## src/rtl/sp_bank_pkg.sv

```systemverilog
package sp_bank_pkg;
  typedef enum logic {
    MODE_USER = 1'b0,
    MODE_SUP  = 1'b1
  } priv_mode_e;

  localparam int unsigned NUM_BANKS = 2;
endpackage

```

## src/rtl/sp_bank_ctrl.sv

```systemverilog
module sp_bank_ctrl #(
  parameter int unsigned DATA_W = 32
) (
  input  logic              sup_q_i,
  input  logic              a7_we_i,
  input  logic [DATA_W-1:0] a7_wdata_i,
  input  logic [DATA_W-1:0] a7_q_i,
  input  logic              mode_req_i,
  input  logic              mode_sup_i,
  input  logic              wb_i,
  input  logic              ld_hi_i,
  input  logic              ld_lo_i,
  output logic              swap_o,
  output logic [DATA_W-1:0] eff_o,
  output logic              save_en_o,
  output logic              save_idx_o,
  output logic              ld_hi_en_o,
  output logic              ld_lo_en_o
);
  logic busy;

  assign swap_o     = mode_req_i && (mode_sup_i != sup_q_i);
  // a same-cycle write is the value that gets parked
  assign eff_o      = a7_we_i ? a7_wdata_i : a7_q_i;
  assign save_en_o  = swap_o || wb_i;
  assign save_idx_o = sup_q_i;
  assign busy       = a7_we_i || swap_o || wb_i;
  assign ld_hi_en_o = ld_hi_i && !busy;
  assign ld_lo_en_o = ld_lo_i && !busy;
endmodule

```

## src/rtl/sp_bank_store.sv

```systemverilog
module sp_bank_store #(
  parameter int unsigned DATA_W = 32,
  parameter int unsigned NBANK  = sp_bank_pkg::NUM_BANKS
) (
  input  logic                         clk_i,
  input  logic                         rst_ni,
  input  logic                         save_en_i,
  input  logic                         save_idx_i,
  input  logic [DATA_W-1:0]            save_data_i,
  input  logic                         ld_hi_i,
  input  logic                         ld_lo_i,
  input  logic [DATA_W/2-1:0]          ld_data_i,
  output logic [NBANK-1:0][DATA_W-1:0] bank_o
);
  localparam int unsigned HALF_W = DATA_W / 2;

  for (genvar g = 0; g < NBANK; g++) begin : g_bank
    logic [DATA_W-1:0] q;
    always_ff @(posedge clk_i or negedge rst_ni) begin
      if (!rst_ni) begin
        q <= '0;
      end else if (save_en_i && (int'(save_idx_i) == g)) begin
        q <= save_data_i;
      end else if (g == int'(sp_bank_pkg::MODE_SUP)) begin
        if (ld_hi_i) q[DATA_W-1:HALF_W] <= ld_data_i;
        if (ld_lo_i) q[HALF_W-1:0]      <= ld_data_i;
      end
    end
    assign bank_o[g] = q;
  end
endmodule

```

## src/rtl/sp_bank.sv

```systemverilog
module sp_bank #(
  parameter int unsigned DATA_W = 32,
  localparam int unsigned HALF_W = DATA_W / 2
) (
  input  logic              clk_i,
  input  logic              rst_ni,
  input  logic              a7_we_i,
  input  logic [DATA_W-1:0] a7_wdata_i,
  output logic [DATA_W-1:0] a7_rdata_o,
  input  logic              mode_req_i,
  input  logic              mode_sup_i,
  input  logic              wb_i,
  input  logic              ssp_ld_hi_i,
  input  logic              ssp_ld_lo_i,
  input  logic [HALF_W-1:0] ssp_ld_data_i,
  output logic              sup_o,
  output logic [DATA_W-1:0] usp_o,
  output logic [DATA_W-1:0] ssp_o
);
  import sp_bank_pkg::*;

  logic                            sup_q;
  logic [DATA_W-1:0]               a7_q, a7_d, eff;
  logic                            swap, save_en, save_idx, ld_hi_en, ld_lo_en;
  logic [NUM_BANKS-1:0][DATA_W-1:0] bank;

  sp_bank_ctrl #(.DATA_W(DATA_W)) u_ctrl (
    .sup_q_i   (sup_q),
    .a7_we_i   (a7_we_i),
    .a7_wdata_i(a7_wdata_i),
    .a7_q_i    (a7_q),
    .mode_req_i(mode_req_i),
    .mode_sup_i(mode_sup_i),
    .wb_i      (wb_i),
    .ld_hi_i   (ssp_ld_hi_i),
    .ld_lo_i   (ssp_ld_lo_i),
    .swap_o    (swap),
    .eff_o     (eff),
    .save_en_o (save_en),
    .save_idx_o(save_idx),
    .ld_hi_en_o(ld_hi_en),
    .ld_lo_en_o(ld_lo_en)
  );

  sp_bank_store #(.DATA_W(DATA_W), .NBANK(NUM_BANKS)) u_store (
    .clk_i      (clk_i),
    .rst_ni     (rst_ni),
    .save_en_i  (save_en),
    .save_idx_i (save_idx),
    .save_data_i(eff),
    .ld_hi_i    (ld_hi_en),
    .ld_lo_i    (ld_lo_en),
    .ld_data_i  (ssp_ld_data_i),
    .bank_o     (bank)
  );

  always_comb begin
    a7_d = eff;
    if (swap) begin
      a7_d = bank[mode_sup_i];
    end else if (sup_q == MODE_SUP) begin
      // live copy tracks the supervisor shadow during half-loads
      if (ld_hi_en) a7_d[DATA_W-1:HALF_W] = ssp_ld_data_i;
      if (ld_lo_en) a7_d[HALF_W-1:0]      = ssp_ld_data_i;
    end
  end

  always_ff @(posedge clk_i or negedge rst_ni) begin
    if (!rst_ni) begin
      sup_q <= MODE_SUP;
      a7_q  <= '0;
    end else begin
      a7_q <= a7_d;
      if (swap) sup_q <= mode_sup_i;
    end
  end

  assign a7_rdata_o = a7_q;
  assign sup_o      = sup_q;
  assign usp_o      = bank[MODE_USER];
  assign ssp_o      = bank[MODE_SUP];

  a_r3_same_mode_stable: assert property (@(posedge clk_i) disable iff (!rst_ni)
    (mode_req_i && mode_sup_i == sup_o && !a7_we_i && !wb_i && !ssp_ld_hi_i && !ssp_ld_lo_i)
    |=> ($stable(a7_rdata_o) && $stable(sup_o) && $stable(usp_o) && $stable(ssp_o)));

  a_r4_mode_follows_req: assert property (@(posedge clk_i) disable iff (!rst_ni)
    mode_req_i |=> (sup_o == $past(mode_sup_i)));

  a_r4_enter_user_load: assert property (@(posedge clk_i) disable iff (!rst_ni)
    (mode_req_i && !mode_sup_i && sup_o) |=> (a7_rdata_o == $past(usp_o)));

  a_r4_enter_sup_load: assert property (@(posedge clk_i) disable iff (!rst_ni)
    (mode_req_i && mode_sup_i && !sup_o) |=> (a7_rdata_o == $past(ssp_o)));

  a_r5_leave_sup_save: assert property (@(posedge clk_i) disable iff (!rst_ni)
    (mode_req_i && !mode_sup_i && sup_o)
    |=> (ssp_o == (($past(a7_we_i)) ? $past(a7_wdata_i) : $past(a7_rdata_o))));

  a_r6_wb_keeps_mode: assert property (@(posedge clk_i) disable iff (!rst_ni)
    (wb_i && !mode_req_i) |=> $stable(sup_o));

  a_r9_user_load_keeps_a7: assert property (@(posedge clk_i) disable iff (!rst_ni)
    (!sup_o && !a7_we_i && !mode_req_i) |=> $stable(a7_rdata_o));
endmodule

```

## config.mk

```make
export PLATFORM = sky130hd
export DESIGN_NAME = sp_bank
export DESIGN_NICKNAME = d
export VERILOG_FILES = /design/src/rtl/sp_bank_pkg.sv /design/src/rtl/sp_bank_ctrl.sv /design/src/rtl/sp_bank_store.sv /design/src/rtl/sp_bank.sv
export SDC_FILE = /design/constraint.sdc
export NUM_CORES = 1
export LEC_CHECK = 0
export ABC_AREA = 1
export BUFFER_PORTS_ARGS = -buffer_cell sky130_fd_sc_hd__buf_4
export CORE_MARGIN = 2
export CORE_UTILIZATION = 50
export CTS_CLUSTER_SIZE = 20
export DETAILED_ROUTE_END_ITERATION = 7
export PLACE_DENSITY = 0.76
export SETUP_SLACK_MARGIN = 0.3
export SLEW_MARGIN = 10
export SYNTH_ARGS = -nofsm -noshare
export SYNTH_HDL_FRONTEND = slang
export SYNTH_HIERARCHICAL = 1
export SYNTH_SLANG_ARGS = --single-unit
```

## constraint.sdc

```tcl
create_clock -name clk_i -period 1.8 [get_ports clk_i]
set_input_delay 0.18 -clock clk_i [delete_from_list [all_inputs] [get_ports clk_i]]
set_output_delay 0.18 -clock clk_i [all_outputs]
set_load 0.02 [all_outputs]
```

==> impl_metrics.py, run 1 <==
metrics = {
    "floorplan": {
        "fp.dieW_um": 111.6,
        "die-area_sq_mm": 0.01244,
        "core_area_sq_mm": 0.01137,
        "rows": 39,
        "start_util": 0.5087,
        "die_h_um": 111.6,
        "pin_count": 153,
    },
    "route": {
        "top_layer": "met4",
        "drt-met1-wl_um": 8293,
        "wirelength_um": 22150,
        "met3_length_um": 2684,
        "route.detailed.drc": 0,
        "drtIter0Drc": 859,
        "ant_nets": 0,
        "dr.pass1.iters": 6,
        "met2_length_um": 10410,
        "via_per_inst": 5.783,
        "num_vias": 6587,
        "wl_per_cell_um": 19.45,
    },
    "finish": {
        "num-fill-cells": 868,
        "multiInputGateArea_sq_mm": 0.002904,
        "register_area_sq_mm": 0.002429,
        "drive_gt1_frac": 0.3173,
        "syn2layout_area_growth_pct": 44.06,
        "diodes": 0,
        "stdcell_count": 1139,
        "layout_commonest_cell": "nand2_1",
        "final_cell_mix": "nand2_1 (253), nand3_1 (210), buf_4 (162)",
        "nets": 1047,
    },
    "setup_path": {
        "worstSetupPathType": "reg2reg",
        "critical_path_arrival_ns": 1.94,
        "critPathLaunchType": "flop",
        "cp.required_ns": 2.02,
        "cp_max_fo": 16,
        "cp-end-kind": "flop",
    },
    "synthesis": {
        "syn_area_sq_mm": 0.005784,
        "synth_area_per_cell_sq_um": 6.894,
        "synth.ff_latch_count": 97,
        "syn-instance-count": 839,
        "synth_top_area_share": 0.4153,
        "ys_warn_count": 6,
        "synth.distinct_cells": 17,
        "synth_area_leaders": "dfrtp_1 (42%), nand3_1 (22%), nand2_1 (18%), inv_1 (7.8%), buf_2 (2.6%)",
        "syn_nets": 895,
        "synth.largest_area_cell": "dfrtp_1",
        "synth-seq-area-share": 0.4199,
    },
    "clock_tree": {
        "cts_max_path_buffers": 2,
        "insertion_delay_ns": 0.35,
        "cts_sinks": 97,
        "htreeDepth": 3,
        "clk_pin_slew_ns": 0.07,
        "cts_tree": "built",
        "numCtsBuffers": 9,
        "cts-root-buf": "clkbuf_16",
    },
    "timing": {
        "grt_setup_unrepaired": "yes",
        "fmax_mhz": 582.5,
        "setup_violations": 0,
        "skew_ns": 0.01015,
        "setup_slack_ns": 0.08319,
        "min_period_ns": 1.717,
        "tns_ns": 0,
        "relSlewSlack": 0.6254,
        "finalCritPeriodShare": 0.9538,
        "drv_slew": 0,
        "worst_pin_slew_ns": 0.5620,
        "hold_viol": 0,
        "fin_hold_ws_ns": 0.1169,
    },
    "placement": {
        "place_hpwl_um": 12710,
        "place_ws_ns": 0.09649,
        "routabilityCongestion": 1.017,
        "placed_cells": 1091,
        "portBuffers": 152,
    },
    "grt": {
        "grt_start_max_net_pins": 98,
        "grt_overflow": 0,
        "grt_pass1_wl_um": 30420,
        "track_usage": 0.3061,
        "antenna_found_initial": 0,
        "grt_pass1_vias": 5740,
    },
    "pwr": {
        "total_power_mw": 12.31,
        "leakage_nw": 4.566,
        "irDropWorstVdd_mv": 0.8691,
        "powerDensity_mw_per_mm2": 1478,
    },
    "job": {
        "drv_cap": 0,
    },
    "outcome": {
        "outcome": "complete, no violations",
    },
    "worst_hold_path": {
        "hold_path_class": "in2reg",
    },
}
-- per-layer routing --
layer | vias up | global-route usage
li1 | 2927 | -
met1 | 3083 | 0.4273
met2 | 495 | 0.4890
met3 | 82 | 0.06097
met4 | 0 | 0.08724
met5 | - | 0
-- through the flow --
stage | util | instance area (sq um)
after global routing | 0.7329 | 8333
final | 0.7329 | 8333
after floorplan | - | 5831
after CTS | 0.6750 | 7675
after global placement | 0.6119 | 6957
after detailed placement | 0.6119 | 6957
-- area by class of cell --
class / count / area share
Timing Repair Buffer: 200 / 0.2411
Clock inverter: 5 / 0.007808
Inverter: 124 / 0.06036
Sequential cell: 97 / 0.2914
Multi-Input combinational cell: 558 / 0.3485
Clock buffer: 11 / 0.02793
Timing Repair inverter: 1 / 0.001351
Tap cell: 143 / 0.02147
-- power by group --
group	internal, mW	switching, mW	total, mW
logic	2.68	3.70	6.38
registers	3.07	0.880	3.95
clock network	1.09	0.893	1.99
-- flip-flops by register name, indices dropped and copies added, names as in the netlist --
| name | flops |
|---|---|
| a7_rdata_o | 32 |
| u_store/g_bank.q | 64 |
| sup_o | 1 |
-- timing repair --
action,in CTS,in global routing
gates resized for setup,30,86
setup buffers,6,5
endpoints found under the hold margin,96,0
hold buffers,1,0
cloned,7,13
pin swaps,15,28
setup endpoints to repair,98,98
-- worst max-delay path: stages, from the launching register on --
cell and delay (ns):
dfstp_2 0.55, inv_1 0.05, nand2_2 0.07, nand3_4 0.11
buf_12 0.15, nand2_8 0.12, nand2_8 0.10, buf_4 0.22
nand3_1 0.10, nand3_1 0.10
-- cell usage after synthesis, drive strengths merged --
master	n
dfstp	1
inv	124
o21ai	1
nor2	2
dfrtp	96
nand3	258
clkbuf	7
nand2	296
buf	54
-- logic make-up after synthesis --
family          Yosys count  synth area share
compound gates            1         0.0008644
flops                    97            0.4199
simple gates            556            0.4253
buf+inv                 185            0.1540
-- final timing paths --
check	endpoint	cells past startpoint	slack (ns)	from
min in group asynchronous	u_store/g_bank[0].q[3]$_DFFE_PN0P_	3	0.40	rst_ni
hold reg to reg	u_store/g_bank[0].q[18]$_DFFE_PN0P_	2	0.51	u_store/g_bank[0].q[18]$_DFFE_PN0P_
max in group asynchronous	a7_rdata_o[5]$_DFF_PN0_	3	0.94	rst_ni
setup / recovery	u_store/g_bank[1].q[7]$_DFFE_PN0P_	9	0.08	sup_o$_DFFE_PN1P_
setup reg to reg	u_store/g_bank[1].q[7]$_DFFE_PN0P_	9	0.08	sup_o$_DFFE_PN1P_
hold / removal	u_store/g_bank[1].q[29]$_DFFE_PN0P_	3	0.12	ssp_ld_data_i[13]
No activity file was read; power rests on OpenSTA's default activity.
==> inputs of run 2 (changes only) <==
- CORE_UTILIZATION: 50 -> 35
- CTS_BUF_LIST: default -> sky130_fd_sc_hd__clkbuf_4 sky130_fd_sc_hd__clkbuf_8
- PLACE_DENSITY: 0.76 -> 0.57
- clock period: 1.8 -> 1.95 ns (I/O delays scaled with it)
==> impl_metrics.py, run 2 (synthesis gave the netlist of run 1 again) <==
metrics = {
    "finish": {
        "diodes": 0,
        "stdcell_count": 1201,
        "layout_commonest_cell": "nand2_1",
        "final_cell_mix": "nand2_1 (278), nand3_1 (241), buf_4 (168)",
        "drive_gt1_frac": 0.2548,
        "largest_reg_flops": 64,
        "syn2layout_area_growth_pct": 32.36,
        "nets": 1036,
        "top_register": "u_store/g_bank.q",
        "num-fill-cells": 1663,
        "fin_util": 0.4785,
    },
    "pwr": {
        "leakage_nw": 4.263,
        "total_power_mw": 9.993,
        "irDropWorstVdd_mv": 0.5499,
        "powerDensity_mw_per_mm2": 1305,
    },
    "setup_path": {
        "critPathLaunchType": "flop",
        "reg2regPathDepth": 9,
        "r2r-start": "sup_o$_DFFE_PN1P_",
        "cp-end-kind": "flop",
        "r2r-end": "a7_rdata_o[22]$_DFF_PN0_",
        "critical_path_arrival_ns": 1.99,
        "r2r_slack_ns": 0.24,
        "worstSetupPathType": "reg2reg",
        "cp.required_ns": 2.23,
        "cp-endpoint": "a7_rdata_o[22]$_DFF_PN0_",
        "startpoint": "sup_o$_DFFE_PN1P_",
        "cp_max_fo": 7,
    },
    "route": {
        "dr.pass1.iters": 5,
        "num_vias": 5954,
        "wirelength_um": 20720,
        "route.detailed.drc": 0,
        "wl_per_cell_um": 17.25,
        "via_per_inst": 4.958,
        "drtIter0Drc": 584,
        "ant_nets": 0,
    },
    "placement": {
        "routabilityCongestion": 0.9054,
        "place_hpwl_um": 14470,
        "portBuffers": 152,
        "place_ws_ns": 0.1635,
        "placed_cells": 1168,
    },
    "timing": {
        "fmax_mhz": 584.9,
        "worst_pin_slew_ns": 0.3789,
        "drv_slew": 0,
        "setup_violations": 0,
        "skew_ns": 0.01208,
        "min_period_ns": 1.710,
        "finalCritPeriodShare": 0.8768,
        "grt_setup_unrepaired": "yes",
        "relSlewSlack": 0.7474,
        "tns_ns": 0,
        "hold_viol": 0,
        "setup_slack_ns": 0.2403,
    },
    "clock_tree": {
        "clk_pin_slew_ns": 0.10,
        "cts-root-buf": "clkbuf_8",
        "cts_sinks": 97,
        "cts_max_path_buffers": 2,
        "htreeDepth": 3,
        "numCtsBuffers": 9,
        "insertion_delay_ns": 0.39,
        "cts_tree": "built",
    },
    "floorplan": {
        "pin_count": 153,
        "start_util": 0.3615,
        "rows": 46,
        "core_area_sq_mm": 0.01600,
        "die-area_sq_mm": 0.01757,
        "die_h_um": 132.6,
        "fp.dieW_um": 132.6,
    },
    "job": {
        "drv_cap": 0,
    },
    "outcome": {
        "outcome": "complete, no violations",
    },
    "grt": {
        "grt_pass1_wl_um": 32620,
        "grt_overflow": 0,
        "grt_pass1_vias": 5612,
        "antenna_found_initial": 0,
        "track_usage": 0.2365,
        "grt_start_max_net_pins": 63,
    },
    "worst_hold_path": {
        "hold_path_class": "in2reg",
    },
}
## run 2: cell types whose count changed in the layout (fill, tap and decap cells not counted), sizes merged
cell    delta
buf        -3
bufbuf     -1
bufinv     -1
clkbuf     -6
clkinv     +3
inv        -3
## run 2: stage by stage
step                area [sq um]  hold WS, ns
global route                7656      0.06325
CTS                         7455      0.05545
finish                      7656      0.07252
floorplan                   5784      -0.1006
global placement            7025       0.2166
detailed placement          7025       0.2164
## run 2: worst min path at each step
stage | end | startpoint | cells after the start
6_report | u_store/g_bank[1].q[30]$_DFFE_PN0P_ | ssp_ld_data_i[14] | 3
2_1_floorplan | a7_rdata_o[0]$_DFF_PN0_ | rst_ni | 0
5_1_grt | u_store/g_bank[1].q[30]$_DFFE_PN0P_ | ssp_ld_data_i[14] | 3
3_3_place_gp | u_store/g_bank[0].q[2]$_DFFE_PN0P_ | rst_ni | 2
3_5_place_dp | u_store/g_bank[0].q[3]$_DFFE_PN0P_ | rst_ni | 2
4_1_cts | u_store/g_bank[1].q[19]$_DFFE_PN0P_ | ssp_ld_data_i[3] | 3
## run 2: layout make-up
type                    count  area [sq um]  area share
clock buffers              11         145.1     0.01896
inverters                 124         493.0     0.06439
clock inverters             5         31.28    0.004086
well taps                 216         270.3     0.03530
multi-input cells         558          2630      0.3435
repair buffers            190          1658      0.2165
flip-flops and latches     97          2429      0.3172
## run 2: routing by layer
metal | GRT usage | up-vias | part of all wire
li1 | - | 2900 | -
met3 | 0.05977 | 16 | 0.084
met5 | 0 | - | 0
met1 | 0.3377 | 2794 | 0.45
met4 | 0.06691 | 0 | 0.014
met2 | 0.3546 | 244 | 0.45
## run 2: timing repair
item                                    in CTS  in global routing
hold buffers                                 1                  0
hold endpoints to repair                    96                  0
endpoints found under the setup margin      86                 98
buffers inserted                             7                  3
pin swaps                                    6                  8
gates cloned                                 4                  2
resized for setup                           20                 31
## run 2: report_power, final
group / internal, mW / total, mW / switching [mW]
clock network: 0.509 / 1.25 / 0.744
logic: 2.06 / 5.15 / 3.10
registers: 2.83 / 3.59 / 0.754
total: 5.40 / 9.99 / 4.60
## run 2: worst max-delay path, stage by stage (launching register included)
cell     delay, ns
dfstp_2       0.60
nand2_2       0.06
nand3_2       0.11
nand3_4       0.10
nor2_4        0.18
buf_4         0.15
buf_12        0.11
nand3_1       0.12
nand3_1       0.10
nand2_1       0.06
==> inputs of run 3 (changes only) <==
- CORE_ASPECT_RATIO: default -> 0.7
==> impl_metrics.py, run 3 (synthesis gave the netlist of run 1 again) <==
metrics = {
    "worst_hold_path": {
        "whs_path_depth": 3,
        "hold_path_class": "in2reg",
    },
    "setup_path": {
        "reg2regPathDepth": 9,
        "critPathLaunchType": "flop",
        "critical_path_arrival_ns": 1.48,
        "cp-end-kind": "output pin",
        "cp.required_ns": 1.75,
        "worstSetupPathType": "reg2out",
        "cp_max_fo": 25,
    },
    "finish": {
        "layout_commonest_cell": "nand2_1",
        "syn2layout_area_growth_pct": 30.20,
        "final_cell_mix": "nand2_1 (276), nand3_1 (254), buf_4 (164)",
        "top_register": "u_store/g_bank.q",
        "diodes": 0,
        "nets": 1029,
        "largest_reg_flops": 64,
        "drive_gt1_frac": 0.2362,
    },
    "route": {
        "drtIter0Drc": 518,
        "num_vias": 5917,
        "wirelength_um": 20620,
        "dr.pass1.iters": 5,
        "route.detailed.drc": 0,
        "ant_nets": 0,
        "wl_per_cell_um": 17.14,
        "via_per_inst": 4.919,
    },
    "timing": {
        "hold_viol": 0,
        "relSlewSlack": 0.6796,
        "tns_ns": 0,
        "drv_slew": 0,
        "worst_pin_slew_ns": 0.4806,
        "setup_slack_ns": 0.2731,
        "min_period_ns": 1.677,
        "fmax_mhz": 596.3,
        "skew_ns": 0.01155,
        "setup_violations": 0,
        "finalCritPeriodShare": 0.8599,
        "grt_setup_unrepaired": "yes",
    },
    "grt": {
        "grt_overflow": 0,
        "antenna_found_initial": 0,
        "track_usage": 0.2321,
        "grt_start_max_net_pins": 57,
        "grt_busiest_layer": "met1",
        "use_met3": 0.05294,
        "grt_pass1_vias": 5328,
        "use_met2": 0.3142,
        "use_met1": 0.3678,
        "grt_pass1_wl_um": 31580,
    },
    "pwr": {
        "irDropWorstVdd_mv": 0.6066,
        "pwr-share-seq": 0.358,
        "leakage_nw": 4.226,
        "swShare": 0.4561,
        "combPwrFrac": 0.505,
        "internal_power_mw": 5.476,
        "power.switching_mw": 4.592,
        "powerDensity_mw_per_mm2": 1337,
        "clockPowerShare": 0.138,
    },
    "floorplan": {
        "die-area_sq_mm": 0.01759,
        "fp.dieW_um": 157.7,
        "start_util": 0.3560,
        "die_h_um": 111.6,
        "rows": 39,
        "pin_count": 153,
        "core_area_sq_mm": 0.01625,
    },
    "clock_tree": {
        "numCtsBuffers": 9,
        "cts_max_path_buffers": 2,
        "htreeDepth": 3,
        "cts_sinks": 97,
        "cts-root-buf": "clkbuf_8",
        "cts_tree": "built",
        "clk_pin_slew_ns": 0.10,
        "insertion_delay_ns": 0.38,
    },
    "placement": {
        "place_hpwl_um": 14450,
        "place_ws_ns": 0.1956,
        "routabilityCongestion": 0.9309,
        "portBuffers": 152,
    },
    "job": {
        "drv_cap": 0,
    },
    "outcome": {
        "outcome": "complete, no violations",
    },
}
run 3: cell types whose count changed in the layout (fill, tap and decap cells not counted), moves of 2 or more:
cell	change
clkbuf_16	+2
inv_1	+2
nand3_2	-12
clkinv_2	-2
buf_4	-4
nand2_1	-2
nand3_1	+13
nand2_4	+2
run 3: critical path: stages (launching register included):
cell and delay (ns):
dfstp_2 0.57, buf_4 0.31, buf_4 0.22
run 3: cell type report:
cell class	instances	area [sq um]
clock buffers	10	137.6
flip-flops and latches	97	2429
inverters	124	478.0
repair buffers	184	1587
clock inverters	6	66.31
well taps	225	281.5
fillers	1678	8718
multi-input cells	557	2552
run 3: power by group through the flow:
| stage | sequential (mW) | clock (mW) | combinational (mW) |
|---|---|---|---|
| 5_1_grt | 3.73 | 1.50 | 5.55 |
| 2_1_floorplan | 4.43 | 0 | 1.97 |
| 6_report | 3.60 | 1.39 | 5.08 |
| 3_3_place_gp | 3.67 | 0 | 4.85 |
| 4_1_cts | 3.61 | 1.41 | 4.97 |
| 3_5_place_dp | 3.62 | 0 | 4.92 |
run 3: repair_timing:
action / CTS / global route
pin swaps: 2 / 4
gates resized for setup: 11 / 20
buffers inserted: 1 / 3
gates cloned: 1 / 4
endpoints found under the hold margin: 26 / 0
hold buffers: 1 / 0
setup endpoints to repair: 75 / 95
run 3: path summary, 6_finish.rpt:
| check | from | endpoint | slack [ns] |
|---|---|---|---|
| max in group asynchronous | rst_ni | u_store/g_bank[0].q[15]$_DFFE_PN0P_ | 0.99 |
| max | sup_o$_DFFE_PN1P_ | sup_o | 0.27 |
| max reg2reg | sup_o$_DFFE_PN1P_ | a7_rdata_o[15]$_DFF_PN0_ | 0.30 |
| min | ssp_ld_data_i[15] | u_store/g_bank[1].q[15]$_DFFE_PN0P_ | 0.10 |
| min in group asynchronous | rst_ni | u_store/g_bank[0].q[25]$_DFFE_PN0P_ | 0.30 |
| min reg2reg | u_store/g_bank[0].q[9]$_DFFE_PN0P_ | u_store/g_bank[0].q[9]$_DFFE_PN0P_ | 0.50 |
run 3: routing by layer:
layer | part of all wire | vias to the layer above
li1 | - | 2884
met1 | 0.51 | 2746
met2 | 0.40 | 260
met3 | 0.078 | 27
met4 | 0.014 | 0
met5 | 0 | -
run 3: metrics by stage:
stage	utilization	area (sq um)	hold slack, ns	power, mW	std cells
after CTS	0.4506	7322	0.08754	9.986	1196
after global routing	0.4635	7531	0.1007	10.78	1203
after global placement	0.4315	7012	0.1704	8.518	1177
after floorplan	-	5784	-0.1006	6.405	839
final	0.4635	7531	0.1004	10.07	1203
after detailed placement	0.4315	7012	0.1658	8.541	1177
